### src/rtl/mhs_pkg.sv
package mhs_pkg;
   typedef enum logic [1:0] {
      ST_IDLE    = 2'd0,
      ST_ASSERT  = 2'd1,
      ST_RELEASE = 2'd2,
      ST_FINISH  = 2'd3
   } mhs_state_t;
endpackage

### src/rtl/mhs_sync.sv
module mhs_sync #(
   parameter int   STAGES  = 2,
   parameter logic RST_VAL = 1'b1
) (
   input  logic clk,
   input  logic rst_n,
   input  logic async_in,
   output logic sync_out
);
   if (STAGES < 2) begin : g_bad_depth
      $error("mhs_sync: STAGES must be at least 2");
   end

   logic [STAGES-1:0] chain;

   always_ff @(posedge clk or negedge rst_n) begin
      if (!rst_n) chain <= {STAGES{RST_VAL}};
      else        chain <= {chain[STAGES-2:0], async_in};
   end

   assign sync_out = chain[STAGES-1];
endmodule

### src/rtl/mhs_fsm.sv
module mhs_fsm
   import mhs_pkg::*;
(
   input  logic clk,
   input  logic rst_n,
   input  logic cmd_valid,
   input  logic wait_s,
   output logic cmd_ready,
   output logic accept,
   output logic capture,
   output logic req,
   output logic done
);
   mhs_state_t state, state_nx;
   logic req_q;

   always_comb begin
      state_nx = state;
      case (state)
         ST_IDLE:    if (cmd_valid && wait_s) state_nx = ST_ASSERT;
         ST_ASSERT:  if (!wait_s)             state_nx = ST_RELEASE;
         ST_RELEASE: if (wait_s)              state_nx = ST_FINISH;
         default:                             state_nx = ST_IDLE;
      endcase
   end

   always_ff @(posedge clk or negedge rst_n) begin
      if (!rst_n) begin
         state <= ST_IDLE;
         req_q <= 1'b0;
      end else begin
         state <= state_nx;
         if (accept)       req_q <= 1'b1;
         else if (capture) req_q <= 1'b0;
      end
   end

   assign cmd_ready = (state == ST_IDLE) && wait_s;
   assign accept    = cmd_ready && cmd_valid;
   assign capture   = (state == ST_ASSERT) && !wait_s;
   assign req       = req_q;
   assign done      = (state == ST_FINISH);
endmodule

### src/rtl/mhs_buffer.sv
module mhs_buffer #(
   parameter int ADDR_W = 12,
   parameter int DATA_W = 16
) (
   input  logic              clk,
   input  logic              rst_n,
   input  logic              accept,
   input  logic              capture,
   input  logic              cmd_write,
   input  logic [ADDR_W-1:0] cmd_addr,
   input  logic [DATA_W-1:0] cmd_wdata,
   input  logic [DATA_W-1:0] mem_rdata,
   output logic [ADDR_W-1:0] addr_q,
   output logic              rnw_q,
   output logic [DATA_W-1:0] mbr_q
);
   always_ff @(posedge clk or negedge rst_n) begin
      if (!rst_n) begin
         addr_q <= '0;
         rnw_q  <= 1'b1;
         mbr_q  <= '0;
      end else begin
         if (accept) begin
            addr_q <= cmd_addr;
            rnw_q  <= !cmd_write;
            if (cmd_write) mbr_q <= cmd_wdata;
         end else if (capture && rnw_q) begin
            mbr_q <= mem_rdata;
         end
      end
   end
endmodule

### src/rtl/mem_handshake_unit.sv
module mem_handshake_unit #(
   parameter int ADDR_W      = 12,
   parameter int DATA_W      = 16,
   parameter int SYNC_STAGES = 2
) (
   input  logic              clk,
   input  logic              rst_n,
   input  logic              cmd_valid,
   input  logic              cmd_write,
   input  logic [ADDR_W-1:0] cmd_addr,
   input  logic [DATA_W-1:0] cmd_wdata,
   output logic              cmd_ready,
   output logic              done,
   output logic [DATA_W-1:0] rdata,
   output logic              mem_req,
   output logic              mem_rnw,
   output logic [ADDR_W-1:0] mem_addr,
   output logic [DATA_W-1:0] mem_wdata,
   input  logic              mem_wait,
   input  logic [DATA_W-1:0] mem_rdata
);
   if (ADDR_W < 1 || DATA_W < 1) begin : g_bad_width
      $error("mem_handshake_unit: widths must be positive");
   end

   logic wait_s;
   logic accept;
   logic capture;
   logic [DATA_W-1:0] mbr;

   mhs_sync #(.STAGES(SYNC_STAGES), .RST_VAL(1'b1)) u_sync (
      .clk(clk), .rst_n(rst_n), .async_in(mem_wait), .sync_out(wait_s)
   );

   mhs_fsm u_fsm (
      .clk(clk), .rst_n(rst_n), .cmd_valid(cmd_valid), .wait_s(wait_s),
      .cmd_ready(cmd_ready), .accept(accept), .capture(capture),
      .req(mem_req), .done(done)
   );

   mhs_buffer #(.ADDR_W(ADDR_W), .DATA_W(DATA_W)) u_buf (
      .clk(clk), .rst_n(rst_n), .accept(accept), .capture(capture),
      .cmd_write(cmd_write), .cmd_addr(cmd_addr), .cmd_wdata(cmd_wdata),
      .mem_rdata(mem_rdata), .addr_q(mem_addr), .rnw_q(mem_rnw), .mbr_q(mbr)
   );

   assign mem_wdata = mbr;
   assign rdata     = mbr;
endmodule

### config.mk
export PLATFORM = sky130hd
export DESIGN_NAME = mem_handshake_unit
export DESIGN_NICKNAME = d
export VERILOG_FILES = /design/src/rtl/mhs_pkg.sv /design/src/rtl/mhs_sync.sv /design/src/rtl/mhs_fsm.sv /design/src/rtl/mhs_buffer.sv /design/src/rtl/mem_handshake_unit.sv
export SDC_FILE = /design/constraint.sdc
export NUM_CORES = 1
export LEC_CHECK = 0
export BUFFER_PORTS_ARGS = -buffer_cell sky130_fd_sc_hd__buf_2
export CAP_MARGIN = 30
export CORE_MARGIN = 2
export CORE_UTILIZATION = 30
export DETAILED_ROUTE_END_ITERATION = 16
export SLEW_MARGIN = 20
export SYNTH_ARGS = -nofsm -noshare
export SYNTH_HDL_FRONTEND = slang
export SYNTH_SLANG_ARGS = --single-unit
### constraint.sdc
create_clock -name clk -period 3.1 [get_ports clk]
set_clock_uncertainty 0.1 [all_clocks]
set_input_delay 0.775 -clock clk [delete_from_list [all_inputs] [get_ports clk]]
set_output_delay 0.775 -clock clk [all_outputs]
set_load 0.05 [all_outputs]
# Yosys cells after proc, flatten, opt, wreduce, memory -nomap -nowiden
# Cells that the tools add are included.
# Widths: inputs -> output; s select.
# op_classes
n_eq_ne	7
mux	9
n_reduce_logical	12
# ops
cell	n
$mux 16	3
$mux 2	3
$ne 2x2->1 const B	3
$pmux 2 s3	1
$logic_and 1x1->1	5
$eq 2x2->1 const B	2
$reduce_bool 2->1	2
$reduce_and 3->1	1
$eq 2x1->1 const B	1
$logic_not 1->1	2
$logic_not 2->1	1
$mux 1	2
$ne 2x1->1 const B	1
$reduce_and 2->1	1
# word_totals
regBits	34
input_bits	49
elab_cells	34

# Logic depth before layout (Yosys ltp)
# Gate-level depths: netlist of the first run.
# depth
depth_word	5
ltp_mapped	6
ltp_nobuf	5

# By module
# From an unflattened synthesis of the first run, not the netlist that was laid out.
# unflattened
hier_cells	161
hier_area_um2	1950.6
# modules_own_cells
mod	n_inst	cells_per_inst	area_each_um2
mhs_buffer	1	121	1517.7
mhs_fsm	1	22	260.2
mem_handshake_unit	1	16	120.1
mhs_sync	1	2	52.6

# Worst setup path before layout of the first run
# Ideal clock, no wire load.
# synth_path
path_kind	reg2out
startpoint	reg u_fsm.state[0]
endpoint	out cmd_ready
arrival_time_ns	0.962
required_ns	2.225
slack_ns	1.263
stages_incl_launch_ff	4
n_path_buf	0
path_cell_list	dfrtp_1 > inv_1 > ha_1 > and2_4
# synth_between
elab_chain_len	2
# synth_lines
item	line_no	source
from (decl)	mhs_fsm.sv:14	mhs_state_t state, state_nx;
from (signal assigned)	mhs_fsm.sv:32	state <= state_nx;
$logic_not 2->1	mhs_fsm.sv:38	assign cmd_ready = (state == ST_IDLE) && wait_s;
$logic_and 1x1->1	mhs_fsm.sv:38	
to (decl)	mem_handshake_unit.sv:12	output logic cmd_ready,
# Every way passes these cells.

# Worst setup path after layout of the first run
# Same ends and word-level chain as after synthesis.

==> results.md, run 1 <==
* Fin crit share at 0.7601
* Worst EP required at ~2.2 ns
* Worst path arrival time at 1.48 ns
* Unrepaired setup endpoints after global routing: no
* Hold Buf Count CTS at 0
* All-Layer GR Usage at 0.1173
* FMAX at 424.4 MHz
* Layout cells sized above 1 at 0.6068
* Fin util at 0.4123
* Min Tclk post-route at ~2.4 ns
* Seq/Total Area, Yosys at 0.5182
* Syn Nets at 176
* Post CTS Setup Buffer Count at 0
* Die ar. at 6106 µm²
* Worst Tran Pin Value at 0.7414 ns
* Synth area leader: dfrtp_1
* Bufs on Longest Clock Path at 2
* Area grow syn2layout at 30.12%
* Root Buffer: clkbuf_8
* Row Count at 26
* Num CTS Buffers at 5
* Largest net degree at the start of global routing at 35
* Congestion Overflow GR at 0
* Ys Warns at 0
* Crit path max fanout at 4
* Slew Limit Headroom at 0.5057
* Fin. max-slew vios at 0
* GP Congestion at 0.6614
* Die width at approximately 80 µm
* PostCTS Resize Cnt at 0
* Syn Inst Count at ~120
* DRC viols at 0
* Number of setup violations in the final report at 0
* Vias in the first global route at around 1200
* First-pass GRT wire length at 5.602 mm
* Average cell area after synthesis at 13.41 µm²
* DRT iter0 DRCs at 17
* Crit Path Category: flip-flop to output port
* Initial Util at 0.3168
* Nature of the critical path startpoint: flip-flop
* I/O Buffers at 96
* Max_cap viols at 0
* Final wirelength at 3.397 mm
* Worst skew pair latency at 0.28 ns
* Mapped Area at around 1600 µm²
* FF+latch count, synth at 34
* Pre-antenna DRT Iters at 4
* Vias at between 1000 and 1500
* I/O pins at 97
* DRT antenna net count at 0
* Clock tree sinks at 34
* DP Area at 2051 µm²
* Antenna violations before repair at 0
* Std-Cell Core Area at 5205 µm²
* Top area cells in the synthesized netlist: dfrtp_1, o22a_1, buf_4, mux2_4, o21a_1
* Crit. End Element: output port
* Hold Violations, Final at 0
* Routed length per placed instance at 12.31 µm
* Vias per cell at ~4.3
* Post-synth top area share at 0.4704
* Dpl hpwl at 2.533 mm
* ANT cells at 0
* Setup TNS at 0 ns
* CTS tree: done
* H-tree levels at 2
* Cell variety after synth at 24
* Final non-filler cell area at 2146 µm²
* Clk slew on worst S/H paths at 0.07 ns
* Die Span Y at slightly below 80 µm
* Hold Crit Class: flip-flop to flip-flop
* Final net count at roughly 260
* Status: complete, no violations
==> per-layer routing <==
layer / routed length (µm) / part of all wire / GRT usage
met4: 39 / 0.011 / 0.05263
met2: 1608 / 0.47 / 0.1922
met5: 0 / 0 / 0
met1: 1422 / 0.42 / 0.1392
met3: 327 / 0.096 / 0.04023
==> cells by family (layout without fill, tap and decap cells) <==
family                     after synthesis  in the layout  share of synthesized area
and+or+nand+nor                          8              8                    0.05160
DFF                                     34             34                     0.5182
AOI/OAI and AO/OA                       38             38                     0.1806
muxes                                   13             13                     0.1070
buffers and inverters                   26            109                     0.1123
adders and majority gates                4              4                    0.03035
==> sequential cells by signal, summed over array words and instances, names as in the netlist <==
register and cells:
u_fsm.req 1, u_sync.chain 2, u_buf.rnw_q 1, u_fsm.state 2
u_buf.addr_q 12, u_buf.mbr_q 16
==> cell usage after synthesis <==
| master | instances |
|---|---|
| buf_2 | 1 |
| o21a_1 | 16 |
| o22a_1 | 16 |
| buf_4 | 17 |
| ha_1 | 4 |
| nand4_4 | 1 |
| nand2_1 | 1 |
| nand2_2 | 1 |
| nand2_4 | 1 |
| buf_6 | 3 |
| nand2b_1 | 1 |
| mux2_2 | 5 |
| dfstp_2 | 3 |
| and2_4 | 1 |
| a32oi_1 | 1 |
| a21oi_1 | 2 |
| o21ai_0 | 1 |
| a21boi_0 | 1 |
| or2b_1 | 1 |
| dfrtp_1 | 31 |
| inv_1 | 5 |
| mux2_4 | 8 |
| a31oi_1 | 1 |
| nand3b_4 | 1 |
==> path summary, 6_finish.rpt <==
path                                             from                           to  slack [ns]  cells after the start
max                        u_fsm.state[0]$_DFFE_PN0P_                    cmd_ready        0.74                      4
min                         u_sync.chain[0]$_DFF_PN1_    u_sync.chain[1]$_DFF_PN1_        0.26                      0
max reg2reg                u_fsm.state[0]$_DFFE_PN0P_   u_buf.mbr_q[8]$_DFFE_PN0P_        1.34                      5
min reg2reg                 u_sync.chain[0]$_DFF_PN1_    u_sync.chain[1]$_DFF_PN1_        0.26                      0
max in group asynchronous                       rst_n   u_buf.mbr_q[7]$_DFFE_PN0P_        1.97                      1
min in group asynchronous                       rst_n  u_buf.addr_q[3]$_DFFE_PN0P_        0.46                      1
==> area by class of cell <==
type | count | area, µm²
fill | 520 | 3059
clock inverter | 2 | 12.51
timing repair buffer | 96 | 480.5
multi-input combinational | 63 | 609.3
inverter | 5 | 18.77
tap | 70 | 87.58
sequential | 34 | 854.6
clock buffer | 6 | 82.58
==> critical path: stages (launching register included) <==
cell     delay (ns)
dfrtp_1        0.41
inv_1          0.09
ha_1           0.24
and2_4         0.19
buf_2          0.26
==> cell usage in the layout, fill, tap and decap left out, drive strengths merged <==
cell and count:
buf 96, dfrtp 31, o22a 16, o21a 16
mux2 13, clkbuf 6, inv 5, ha 4
dfstp 3, nand2 3, a21oi 2, nand4 1
nand3b 1, or2b 1, a31oi 1, and2 1
o21ai 1, nand2b 1, a32oi 1, a21boi 1
clkinvlp 1, clkinv 1
==> through the flow <==
step	std cells	worst slack (ns)	hold slack, ns
2_1_floorplan	123	1.263	0.2452
3_3_place_gp	268	1.062	0.2455
3_5_place_dp	268	1.035	0.2553
4_1_cts	276	0.7238	0.2712
5_1_grt	276	0.6754	0.2742
6_report	276	0.7436	0.2641
Power of run 1 is left out: the tool's default activity adds up to more than one toggle a clock period on the data nets, which glitch-free logic cannot reach.
==> run 2, diff against run 1 <==
--- a/config.mk
+++ b/config.mk
@@ -5,6 +5,7 @@
 export SDC_FILE = /design/constraint.sdc
 export NUM_CORES = 1
 export LEC_CHECK = 0
+export ABC_AREA = 1
 export BUFFER_PORTS_ARGS = -buffer_cell sky130_fd_sc_hd__buf_2
 export CAP_MARGIN = 30
 export CORE_MARGIN = 2
==> constraint.sdc (replaced) <==
create_clock -name clk -period 2.19 [get_ports clk]
set_clock_uncertainty 0.1 [all_clocks]
set_input_delay 0.5475 -clock clk [delete_from_list [all_inputs] [get_ports clk]]
set_output_delay 0.5475 -clock clk [all_outputs]
set_load 0.05 [all_outputs]
==> results.md, run 2 <==
* Std-Cell Core Area at 5921 µm² (+14%)
* Largest registers: u_buf.mbr_q: 16 flops, u_buf.addr_q: 12 flops
* Most common library cells after synthesis: nand2_1, dfrtp_1, nand3_1
* Die width at 82.28 µm (+5.3%)
* P per Cell Area at 1841 nW/µm²
* Clock tree sinks at 34 (unchanged)
* Final net count at 360 (+40%)
* All-Layer GR Usage at 0.1446 (+0.02725)
* Worst path arrival time at 1.36 ns (-0.12 ns)
* Largest net degree at the start of global routing at 35 (unchanged)
* Mapped Area at 1838 µm² (+11%)
* Final non-filler cell area at 2340 µm² (+9.0%)
* Metal2 WL at 2.273 mm (+41%)
* Post CTS Setup Buffer Count at 0 (unchanged)
* H-tree levels at 2 (unchanged)
* DRT iter0 DRCs at 85 (+68)
* DRT antenna net count at 0 (unchanged)
* Vias per cell at 4.571 (+5.7%)
* Crit path from: u_fsm.state[0]$_DFFE_PN0P_
* Ys async rst share at 1.000 (unchanged)
* Hold Crit Class: input port to asynchronous set/reset pin
* Initial Util at 0.3104 (-0.006387)
* Setup TNS at 0 ns (unchanged)
* Antenna violations before repair at 0 (unchanged)
* Status: complete, no violations
* Hold Violations, Final at 0 (unchanged)
* Min Tclk post-route at 2.009 ns
* Fin crit share at 0.9173
* Met3 WL at 372 µm (+14%)
* I/O pins at 97 (unchanged)
* Fin. max-slew vios at 0 (unchanged)
* Post-synth EDFFs at 0 (unchanged)
* Die ar. at 6769 µm² (+11%)
* DP Area at 2261 µm² (+10%)
* Syn Nets at 281 (+60%)
* Leakage at 0.001373 µW
* Hold Buf Count CTS at 0 (unchanged)
* Worst r2r src: u_fsm.state[0]$_DFFE_PN0P_
* Commonest non-fill, non-tap cell in the layout: nand2_1
* FMAX at 497.8 MHz
* DRC viols at 0 (unchanged)
* Met1 Routed Length at 2.188 mm (+54%)
* Die Span Y at 82.28 µm (+5.3%)
* Nature of the critical path startpoint: flip-flop
* Post-synth top area share at 0.4221 (-0.04835)
* Slew Limit Headroom at 0.4728 (-0.03293)
* Seq/Total Area, Yosys at 0.4649 (-0.05327)
* I/O Buffers at 96 (unchanged)
* Max rail drop VDD at 708.2 µV
* ANT cells at 0 (unchanged)
* Layout cells sized above 1 at 0.3779 (-0.2289)
* Worst skew pair latency at 0.28 ns (about the same)
* CTS tree: done
* Worst Tran Pin Value at 0.7909 ns (+0.04940 ns)
* Bufs on Longest Clock Path at 2 (unchanged)
* Routed length per placed instance at 12.71 µm (+3.3%)
* Vias at 1746 (+46%)
* Unrepaired setup endpoints after global routing: no
* Dpl ws at 0.4061 ns (-0.6289 ns)
* Pre-antenna DRT Iters at 4 (unchanged)
* Dpl hpwl at 3.537 mm (+40%)
* First-pass GRT wire length at 7.472 mm (+33%)
* Top area cells in the synthesized netlist: dfrtp_1, nand2_1, buf_4, nand3_1, nand4_1
* Clk slew on worst S/H paths at 0.07 ns (about the same)
* Worst EP required at 1.54 ns (-0.68 ns)
* Area grow syn2layout at 27.30%
* Final wirelength at 4.857 mm (+43%)
* Biggest register: u_buf.mbr_q
* GP Congestion at 0.7130 (+7.8%)
* Syn Inst Count at 228 (+85%)
* Synth area leader: dfrtp_1
* Vias in the first global route at 1596 (+31%)
* FF+latch count, synth at 34 (unchanged)
* Most frequent cells in the layout: nand2_1, buf_2, dfrtp_1
* Congestion Overflow GR at 0 (unchanged)
* Root Buffer: clkbuf_8
* Crit path max fanout at 4 (unchanged)
* Highest metal used: met4
* Max reg flops at 16 (unchanged)
* PostCTS Resize Cnt at 0 (unchanged)
* Cell variety after synth at 16 (-33%)
* Number of setup violations in the final report at 0 (unchanged)
* Num CTS Buffers at 5 (unchanged)
* Ys Warns at 0 (unchanged)
* Crit. End Element: output port
* Main flop type after synthesis: dfrtp_1
* Row Count at 28 (+7.7%)
* Crit Path Category: flip-flop to output port
* Max_cap viols at 0 (unchanged)
* Fin worst setup slack at 0.1812 ns (-0.5625 ns)
* Top-count cell post-synth: nand2_1
* Average cell area after synthesis at 8.061 µm² (-40%)
==> run 2: cell count changes in the layout (fill, tap and decap cells not counted), sizes merged, moves of 6 or more <==
cell   delta
o22a     -16
buf       +6
nand2    +98
o21a     -16
mux2     -13
nand4    +18
nand3    +31
==> run 2: kinds of logic (layout without fill, tap and decap cells) <==
group | Yosys count | after routing | synth area share
flip-flops | 34 | 34 | 0.4649
buffers and inverters | 37 | 116 | 0.1280
AO/OA/AOI/OAI | 2 | 2 | 0.005446
AND/OR/NAND/NOR | 151 | 151 | 0.3744
adder cells (fa/ha/maj) | 4 | 4 | 0.02723
==> run 2: power breakdown <==
group	switching [µW]	leakage, µW	internal, µW	total [µW]
Clock	220	0.0000438	213	433
Sequential	204	0.000413	927	1130
Combinational	2140	0.000916	603	2740
==> run 2: area by class of cell <==
class / count / area (µm²)
Clock inverter: 2 / 10.01
Sequential cell: 34 / 854.6
Inverter: 7 / 26.28
Timing Repair Buffer: 102 / 538.0
Fill cell: 607 / 3581
Clock buffer: 5 / 68.82
Multi-Input combinational cell: 157 / 748.2
Tap cell: 75 / 93.84
==> run 2: path summary, 6_finish.rpt <==
check,to,slack (ns),cells past startpoint
min,u_fsm.state[1]$_DFFE_PN0P_,0.25,1
max,cmd_ready,0.18,5
max in group asynchronous,u_buf.mbr_q[0]$_DFFE_PN0P_,1.24,1
min in group clk,u_sync.chain[1]$_DFF_PN1_,0.26,0
min reg2reg,u_sync.chain[1]$_DFF_PN1_,0.26,0
max reg2reg,u_buf.mbr_q[13]$_DFFE_PN0P_,0.40,7
==> run 2: per-stage QoR <==
step / util / hold WS [ns] / total power [µW] / cells
2_1_floorplan: - / 0.1519 / 3465 / 228
3_3_place_gp: 0.3819 / 0.2479 / 3882 / 375
3_5_place_dp: 0.3819 / 0.2475 / 3900 / 375
4_1_cts: 0.3952 / 0.2573 / 4350 / 382
5_1_grt: 0.3952 / 0.2470 / 4589 / 382
6_report: 0.3952 / 0.2532 / 4308 / 382
==> run 2: critical path, cell delays in order (launching register included) <==
cell and delay (ns):
dfrtp_1 0.41, inv_1 0.09, ha_1 0.18, nand2_1 0.07, inv_2 0.06, buf_2 0.26
==> run 2: layer usage <==
metal | up-vias | global-route usage
met5 | - | 0
met4 | 0 | 0.03833
met3 | 2 | 0.05000
met2 | 59 | 0.2266
met1 | 803 | 0.1898
li1 | 882 | -
Note: power is estimated with default switching activity, not from simulation.
